File: src/rtl/rid_pkg.sv
// Shared types and constants of the read-ID sequencer.
// Assumes: 8-bit host bytes, seven-byte result frame.
package rid_pkg;
    typedef enum logic [2:0] {
        S_IDLE,
        S_CMD2,
        S_DELAY,
        S_SEARCH,
        S_RESULT
    } rid_state_t;

    localparam int          RES_BYTES   = 7;
    localparam logic [4:0]  OPC_READ_ID = 5'h0A;
    localparam logic [1:0]  IC_NORMAL   = 2'b00;
    localparam logic [1:0]  IC_ABNORMAL = 2'b01;
    localparam logic [7:0]  ST0_INVALID = 8'h80;
    localparam logic [7:0]  ST1_NO_MARK = 8'h01;

    // Build status byte 0 from the interrupt code and the unit selects.
    function automatic logic [7:0] pack_st0(logic [1:0] ic, logic hd, logic [1:0] ds);
        return {ic, 3'b000, hd, ds};
    endfunction
endpackage

File: src/rtl/rid_delay_timer.sv
// Delay-before-processing timer.
// Loads on start; while enabled, counts down and flags done in the
// DLY_CYCLES-th enabled cycle. Assumes DLY_CYCLES >= 1.
module rid_delay_timer #(
    parameter int DLY_CYCLES = 16
) (
    input  logic clk,
    input  logic rst_n,
    input  logic start,
    input  logic en,
    output logic done
);
    localparam int CW = (DLY_CYCLES > 1) ? $clog2(DLY_CYCLES) : 1;

    logic [CW-1:0] cnt;

    // Load on start, count down while running.
    always_ff @(posedge clk) begin
        if (!rst_n)
            cnt <= '0;
        else if (start)
            cnt <= CW'(DLY_CYCLES - 1);
        else if (en && cnt != '0)
            cnt <= cnt - 1'b1;
    end

    // Terminal count while running.
    assign done = en && (cnt == '0);
endmodule

File: src/rtl/rid_index_watch.sv
// Index-pulse watchdog for the address-field search.
// Counts pulses while enabled, is cleared whenever disabled, and flags
// the pulse that reaches IDX_LIMIT. Assumes IDX_LIMIT >= 1.
module rid_index_watch #(
    parameter int IDX_LIMIT = 2
) (
    input  logic clk,
    input  logic rst_n,
    input  logic en,
    input  logic pulse,
    output logic hit
);
    localparam int CW = $clog2(IDX_LIMIT + 1);

    logic [CW-1:0] cnt;

    // Count pulses during the search, restart from zero otherwise.
    always_ff @(posedge clk) begin
        if (!rst_n || !en)
            cnt <= '0;
        else if (pulse)
            cnt <= cnt + 1'b1;
    end

    // Limit reached on this pulse.
    assign hit = en && pulse && (cnt == CW'(IDX_LIMIT - 1));
endmodule

File: src/rtl/rid_result_file.sv
// Result byte store: loads a whole frame at once and returns the
// byte picked by the read index. Assumes load and read never overlap.
module rid_result_file
    import rid_pkg::*;
#(
    parameter int NBYTES = RES_BYTES
) (
    input  logic                         clk,
    input  logic                         rst_n,
    input  logic                         load,
    input  logic [NBYTES-1:0][7:0]       load_bytes,
    input  logic [$clog2(NBYTES)-1:0]    sel,
    output logic [7:0]                   dout
);
    logic [NBYTES-1:0][7:0] mem;

    // One register per result byte.
    for (genvar g = 0; g < NBYTES; g++) begin : g_byte
        always_ff @(posedge clk) begin
            if (!rst_n)
                mem[g] <= 8'h00;
            else if (load)
                mem[g] <= load_bytes[g];
        end
    end

    // Read mux.
    assign dout = mem[sel];
endmodule

File: src/rtl/rid_seq.sv
// Read-ID command sequencer (top).
// Accepts a two-byte command, waits the pre-processing delay, searches
// for an address field, ends on success, index timeout or host abort,
// and hands back a result frame. Never issues head steps.
// Assumes one-cycle strobes on host_wr, host_rd, sep_valid, index_pulse.
module rid_seq
    import rid_pkg::*;
#(
    parameter int DLY_CYCLES = 16,
    parameter int IDX_LIMIT  = 2
) (
    input  logic       clk,
    input  logic       rst_n,
    input  logic       host_wr,
    input  logic [7:0] host_wdata,
    input  logic       host_rd,
    output logic [7:0] host_rdata,
    output logic       rd_valid,
    output logic       irq,
    output logic       mfm_mode,
    output logic       sel_head,
    output logic [1:0] sel_drive,
    output logic       searching,
    input  logic       sep_valid,
    input  logic [7:0] sep_track,
    input  logic [7:0] sep_head,
    input  logic [7:0] sep_sector,
    input  logic [7:0] sep_size,
    input  logic       index_pulse
);
    localparam int PW = $clog2(RES_BYTES);

    rid_state_t                 state;
    logic [PW-1:0]              rptr;
    logic                       short_res;
    logic                       op_ok;
    logic                       dly_done;
    logic                       idx_hit;
    logic                       res_load;
    logic                       exec_end;
    logic [RES_BYTES-1:0][7:0]  res_bytes;
    logic [7:0]                 res_dout;

    assign op_ok = (host_wdata[4:0] == OPC_READ_ID) && !host_wdata[7] && !host_wdata[5];

    rid_delay_timer #(.DLY_CYCLES(DLY_CYCLES)) u_dly (
        .clk   (clk),
        .rst_n (rst_n),
        .start (state == S_CMD2 && host_wr),
        .en    (state == S_DELAY),
        .done  (dly_done)
    );

    rid_index_watch #(.IDX_LIMIT(IDX_LIMIT)) u_idx (
        .clk   (clk),
        .rst_n (rst_n),
        .en    (state == S_SEARCH),
        .pulse (index_pulse),
        .hit   (idx_hit)
    );

    // Pick the frame to load: abort over found over timeout.
    always_comb begin
        res_bytes = '0;
        res_load  = 1'b0;
        if (state == S_IDLE && host_wr && !op_ok) begin
            res_load     = 1'b1;
            res_bytes[0] = ST0_INVALID;
        end else if ((state == S_DELAY || state == S_SEARCH) && host_wr) begin
            res_load     = 1'b1;
            res_bytes[0] = pack_st0(IC_ABNORMAL, sel_head, sel_drive);
        end else if (state == S_SEARCH && sep_valid) begin
            res_load     = 1'b1;
            res_bytes[0] = pack_st0(IC_NORMAL, sel_head, sel_drive);
            res_bytes[3] = sep_track;
            res_bytes[4] = sep_head;
            res_bytes[5] = sep_sector;
            res_bytes[6] = sep_size;
        end else if (idx_hit) begin
            res_load     = 1'b1;
            res_bytes[0] = pack_st0(IC_ABNORMAL, sel_head, sel_drive);
            res_bytes[1] = ST1_NO_MARK;
        end
    end

    assign exec_end = res_load && (state != S_IDLE);

    rid_result_file #(.NBYTES(RES_BYTES)) u_res (
        .clk        (clk),
        .rst_n      (rst_n),
        .load       (res_load),
        .load_bytes (res_bytes),
        .sel        (rptr),
        .dout       (res_dout)
    );

    // Phase sequencing, command latching, interrupt and read pointer.
    always_ff @(posedge clk) begin
        if (!rst_n) begin
            state     <= S_IDLE;
            rptr      <= '0;
            short_res <= 1'b0;
            irq       <= 1'b0;
            mfm_mode  <= 1'b0;
            sel_head  <= 1'b0;
            sel_drive <= 2'b00;
        end else begin
            case (state)
                S_IDLE: if (host_wr) begin
                    mfm_mode <= host_wdata[6];
                    rptr     <= '0;
                    if (op_ok) begin
                        state <= S_CMD2;
                    end else begin
                        state     <= S_RESULT;
                        short_res <= 1'b1;
                    end
                end
                S_CMD2: if (host_wr) begin
                    sel_head  <= host_wdata[2];
                    sel_drive <= host_wdata[1:0];
                    state     <= S_DELAY;
                end
                S_DELAY, S_SEARCH: begin
                    if (exec_end) begin
                        state     <= S_RESULT;
                        short_res <= 1'b0;
                        rptr      <= '0;
                        irq       <= 1'b1;
                    end else if (state == S_DELAY && dly_done) begin
                        state <= S_SEARCH;
                    end
                end
                S_RESULT: if (host_rd) begin
                    irq <= 1'b0;
                    if (short_res || rptr == PW'(RES_BYTES - 1))
                        state <= S_IDLE;
                    else
                        rptr <= rptr + 1'b1;
                end
                default: state <= S_IDLE;
            endcase
        end
    end

    assign searching  = (state == S_SEARCH);
    assign rd_valid   = (state == S_RESULT);
    assign host_rdata = rd_valid ? res_dout : 8'h00;
endmodule

File: config.mk
export PLATFORM = sky130hd
export DESIGN_NAME = rid_seq
export DESIGN_NICKNAME = d
export VERILOG_FILES = /design/src/rtl/rid_pkg.sv /design/src/rtl/rid_delay_timer.sv /design/src/rtl/rid_index_watch.sv /design/src/rtl/rid_result_file.sv /design/src/rtl/rid_seq.sv
export SDC_FILE = /design/constraint.sdc
export NUM_CORES = 1
export LEC_CHECK = 0
export ABC_AREA = 1
export BUFFER_PORTS_ARGS = -buffer_cell sky130_fd_sc_hd__buf_2
export CORE_ASPECT_RATIO = 2
export CORE_MARGIN = 8
export CORE_UTILIZATION = 58
export CTS_CLUSTER_SIZE = 40
export DETAILED_ROUTE_END_ITERATION = 10
export MAX_ROUTING_LAYER = met4
export PLACE_DENSITY_LB_ADDON = 0.08
export SKIP_CTS_REPAIR_TIMING = 1
export SLEW_MARGIN = 20
export SYNTH_ARGS = -nofsm -noshare
export SYNTH_HDL_FRONTEND = slang
export SYNTH_SLANG_ARGS = --single-unit
File: constraint.sdc
create_clock -name clk -period 2.9 [get_ports clk]
set_input_delay 0.29 -clock clk [delete_from_list [all_inputs] [get_ports clk]]
set_output_delay 0.29 -clock clk [all_outputs]
set_load 0.05 [all_outputs]
==> results.cfg <==
[placement]
hpwl_um = 5290
io_buffers = 60
placed_cells = 501
globalplace.congestion = 0.914

[layout]
mostFrequentLayoutCells = nand2_1, buf_2, nand3_1
insertedDiodeCount = 0
drive_gt1_share_pct = 19.5
regArea_um2 = 1120
final_common_cell = nand2_1
final_cell_count_no_fill = 508
fillers = 453
area_delta_synth_final_pct = 12.5
fin_nets = 501
multi_input_area_um2 = 1450

[worst_setup_path]
end_kind = output pin
critPathMaxFanout = 20
cp.arrival_ps = 1960
reg2reg_slack_ps = 1000
regToRegEndpoint = rptr[1]$_SDFFE_PN0P_
crit_start = rptr[0]$_SDFFE_PN0P_
worstPathRequired_ps = 2610
rr_worst_depth = 11
critPathKind = reg -> out
start_kind = flop
r2r-start = rptr[0]$_SDFFE_PN0P_

[synthesis]
ys_types = 29
async_flop_share_pct = 0
synth_cells = 405
syn_avg_cell_area_um2 = 6.97
syn-num-nets = 455
ys.flop_type = dfxtp_1
syn_area_um2 = 2820
ys_ff_latch = 56
seq_area_frac_synth_pct = 39.7
synth_edf_count = 0
ys.warnings.count = 0

[power_and_ir_drop]
total_power_mw = 2.22
ir_drop_uv = 729
p_leak_nw = 1.39
power_density_nw_per_um2 = 700

[floorplanning]
die_area_um2 = 7490
die_h_um = 115
die_w_um = 65.3
start_util_pct = 59.1
rows = 36
coreArea_um2 = 4770
pin_count = 61

[timing]
setup_viol = 0
fmax_mhz = 445
fin_tns_setup_ps = 0
worst_pin_slew_ps = 918
fin_worst_skew_ps = 7.10
period_needed_ps = 2250
max_slew_margin_pct = 38.8
finalCritPeriodShare_pct = 77.5
hold_viol = 0
rsz0062_at_grt = false
slew_violations = 0

[global_routing]
met3_usage_pct = 4.12
grt_pass1_vias = 2676
grt_busiest_layer = met2
antenna_found_initial = 0
grt_pass1_wl_um = 12000
use_met2_pct = 32.5
gr-total-overflow = 0
grtUsageMet1_pct = 23.7
grt_usage_pct = 20.1
grt_max_degree = 40

[flow_run]
cap_violations = 0

[min_path]
min_from = host_wdata[2]
hold_depth = 3
min_path_type = in -> reg
min_to = sel_head$_SDFFE_PN0P_

[clock_tree]
cts_max_path_buffers = 2
path_clk_slew_ps = 90
clk_latency_ps = 310
cts_buffers = 5
cts_root_buffer = clkbuf_8
htreeDepth = 2
cts_sinks = 56
cts_tree = done

[route]
drc = 0
routedWlPerCell_um = 14.2
num_vias = 2805
routed_wl_um = 7210
via_per_inst = 5.52
drtAntennaViolNets = 0
drtPass1Iterations = 5
drtIter0Drc = 149

[run_status]
status = finished clean
==> final cells by class <==
cell class,count,area share (%)
clock buffer,7,3.03
multi-input combinational,294,45.7
sequential,56,35.3
tap,57,2.24
timing repair buffer,62,9.93
inverter,32,3.78
==> synthesized netlist by cell type (2+ instances only) <==
cell type / instances / area share, %
xnor2_1: 2 / 0.62
dfxtp_1: 56 / 40
nor2_2: 6 / 1.3
o21ai_0: 23 / 4.1
inv_2: 3 / 0.40
ha_1: 4 / 1.8
o21ai_1: 2 / 0.35
nor2_4: 2 / 0.80
nand4_1: 2 / 0.44
clkbuf_1: 13 / 1.7
o221ai_1: 4 / 1.2
buf_6: 5 / 2.0
a21oi_1: 55 / 9.7
nand2_1: 86 / 11
nand3_1: 57 / 10
nand2_2: 3 / 0.66
inv_1: 29 / 3.9
nor2_1: 38 / 5.1
buf_2: 5 / 0.89
==> layer usage <==
metal / vias up / part of all wire (%)
met5: - / 0
met4: 0 / 1.6
met3: 11 / 5.9
met2: 90 / 49
met1: 1277 / 43
li1: 1427 / -
==> logic make-up (layout without fill, tap and decap cells) <==
| kind of cell | after synthesis | after routing | share of synthesized area (%) |
|---|---|---|---|
| AND/OR/NAND/NOR | 200 | 200 | 32.4 |
| AO/OA/AOI/OAI | 86 | 86 | 16.0 |
| flip-flops | 56 | 56 | 39.7 |
| buffers and inverters | 55 | 101 | 8.86 |
| adder cells (fa/ha/maj) | 4 | 4 | 1.77 |
| XOR/XNOR | 3 | 3 | 0.931 |
| multiplexers | 1 | 1 | 0.354 |
==> sequential cells by signal (all words and copies together) (netlist names), 2 cells and up <==
| name | flops |
|---|---|
| u_res.mem | 38 |
| u_idx.cnt | 2 |
| state | 3 |
| rptr | 3 |
| sel_drive | 2 |
| u_dly.cnt | 4 |
==> critical path, stage by stage (launching register included) <==
cell and delay, ps:
dfxtp_1 400, inv_1 430, o21ai_0 130, o21ai_0 170, o21ai_0 100, a21oi_1 140, buf_2 280
==> metrics by stage <==
stage,instance area (um^2),worst slack [ps],hold WS [ps],utilization (%)
final,3180,654,226,66.5
after global routing,3180,414,224,66.5
after CTS,3180,653,214,66.5
after detailed placement,3080,1020,455,64.5
after global placement,3080,1070,444,64.5
after floorplan,2820,540,425,-
==> power breakdown <==
part           switching [mW]  internal (mW)  total [mW]
clock                   0.243          0.213       0.456
sequential             0.0795          0.841       0.921
combinational           0.584          0.262       0.846
total                   0.907           1.32        2.22
==> worst max path at each step <==
| stage | end | slack [ps] | cells past startpoint |
|---|---|---|---|
| global route | host_rdata[0] | 410 | 6 |
| CTS | host_rdata[2] | 650 | 5 |
| finish | host_rdata[0] | 650 | 6 |
| detailed placement | u_res.mem[51]$_SDFFE_PN0N_ | 1020 | 5 |
| global placement | host_rdata[2] | 1070 | 5 |
| floorplan | host_rdata[0] | 540 | 6 |
Note: power is estimated with default switching activity, not from simulation.
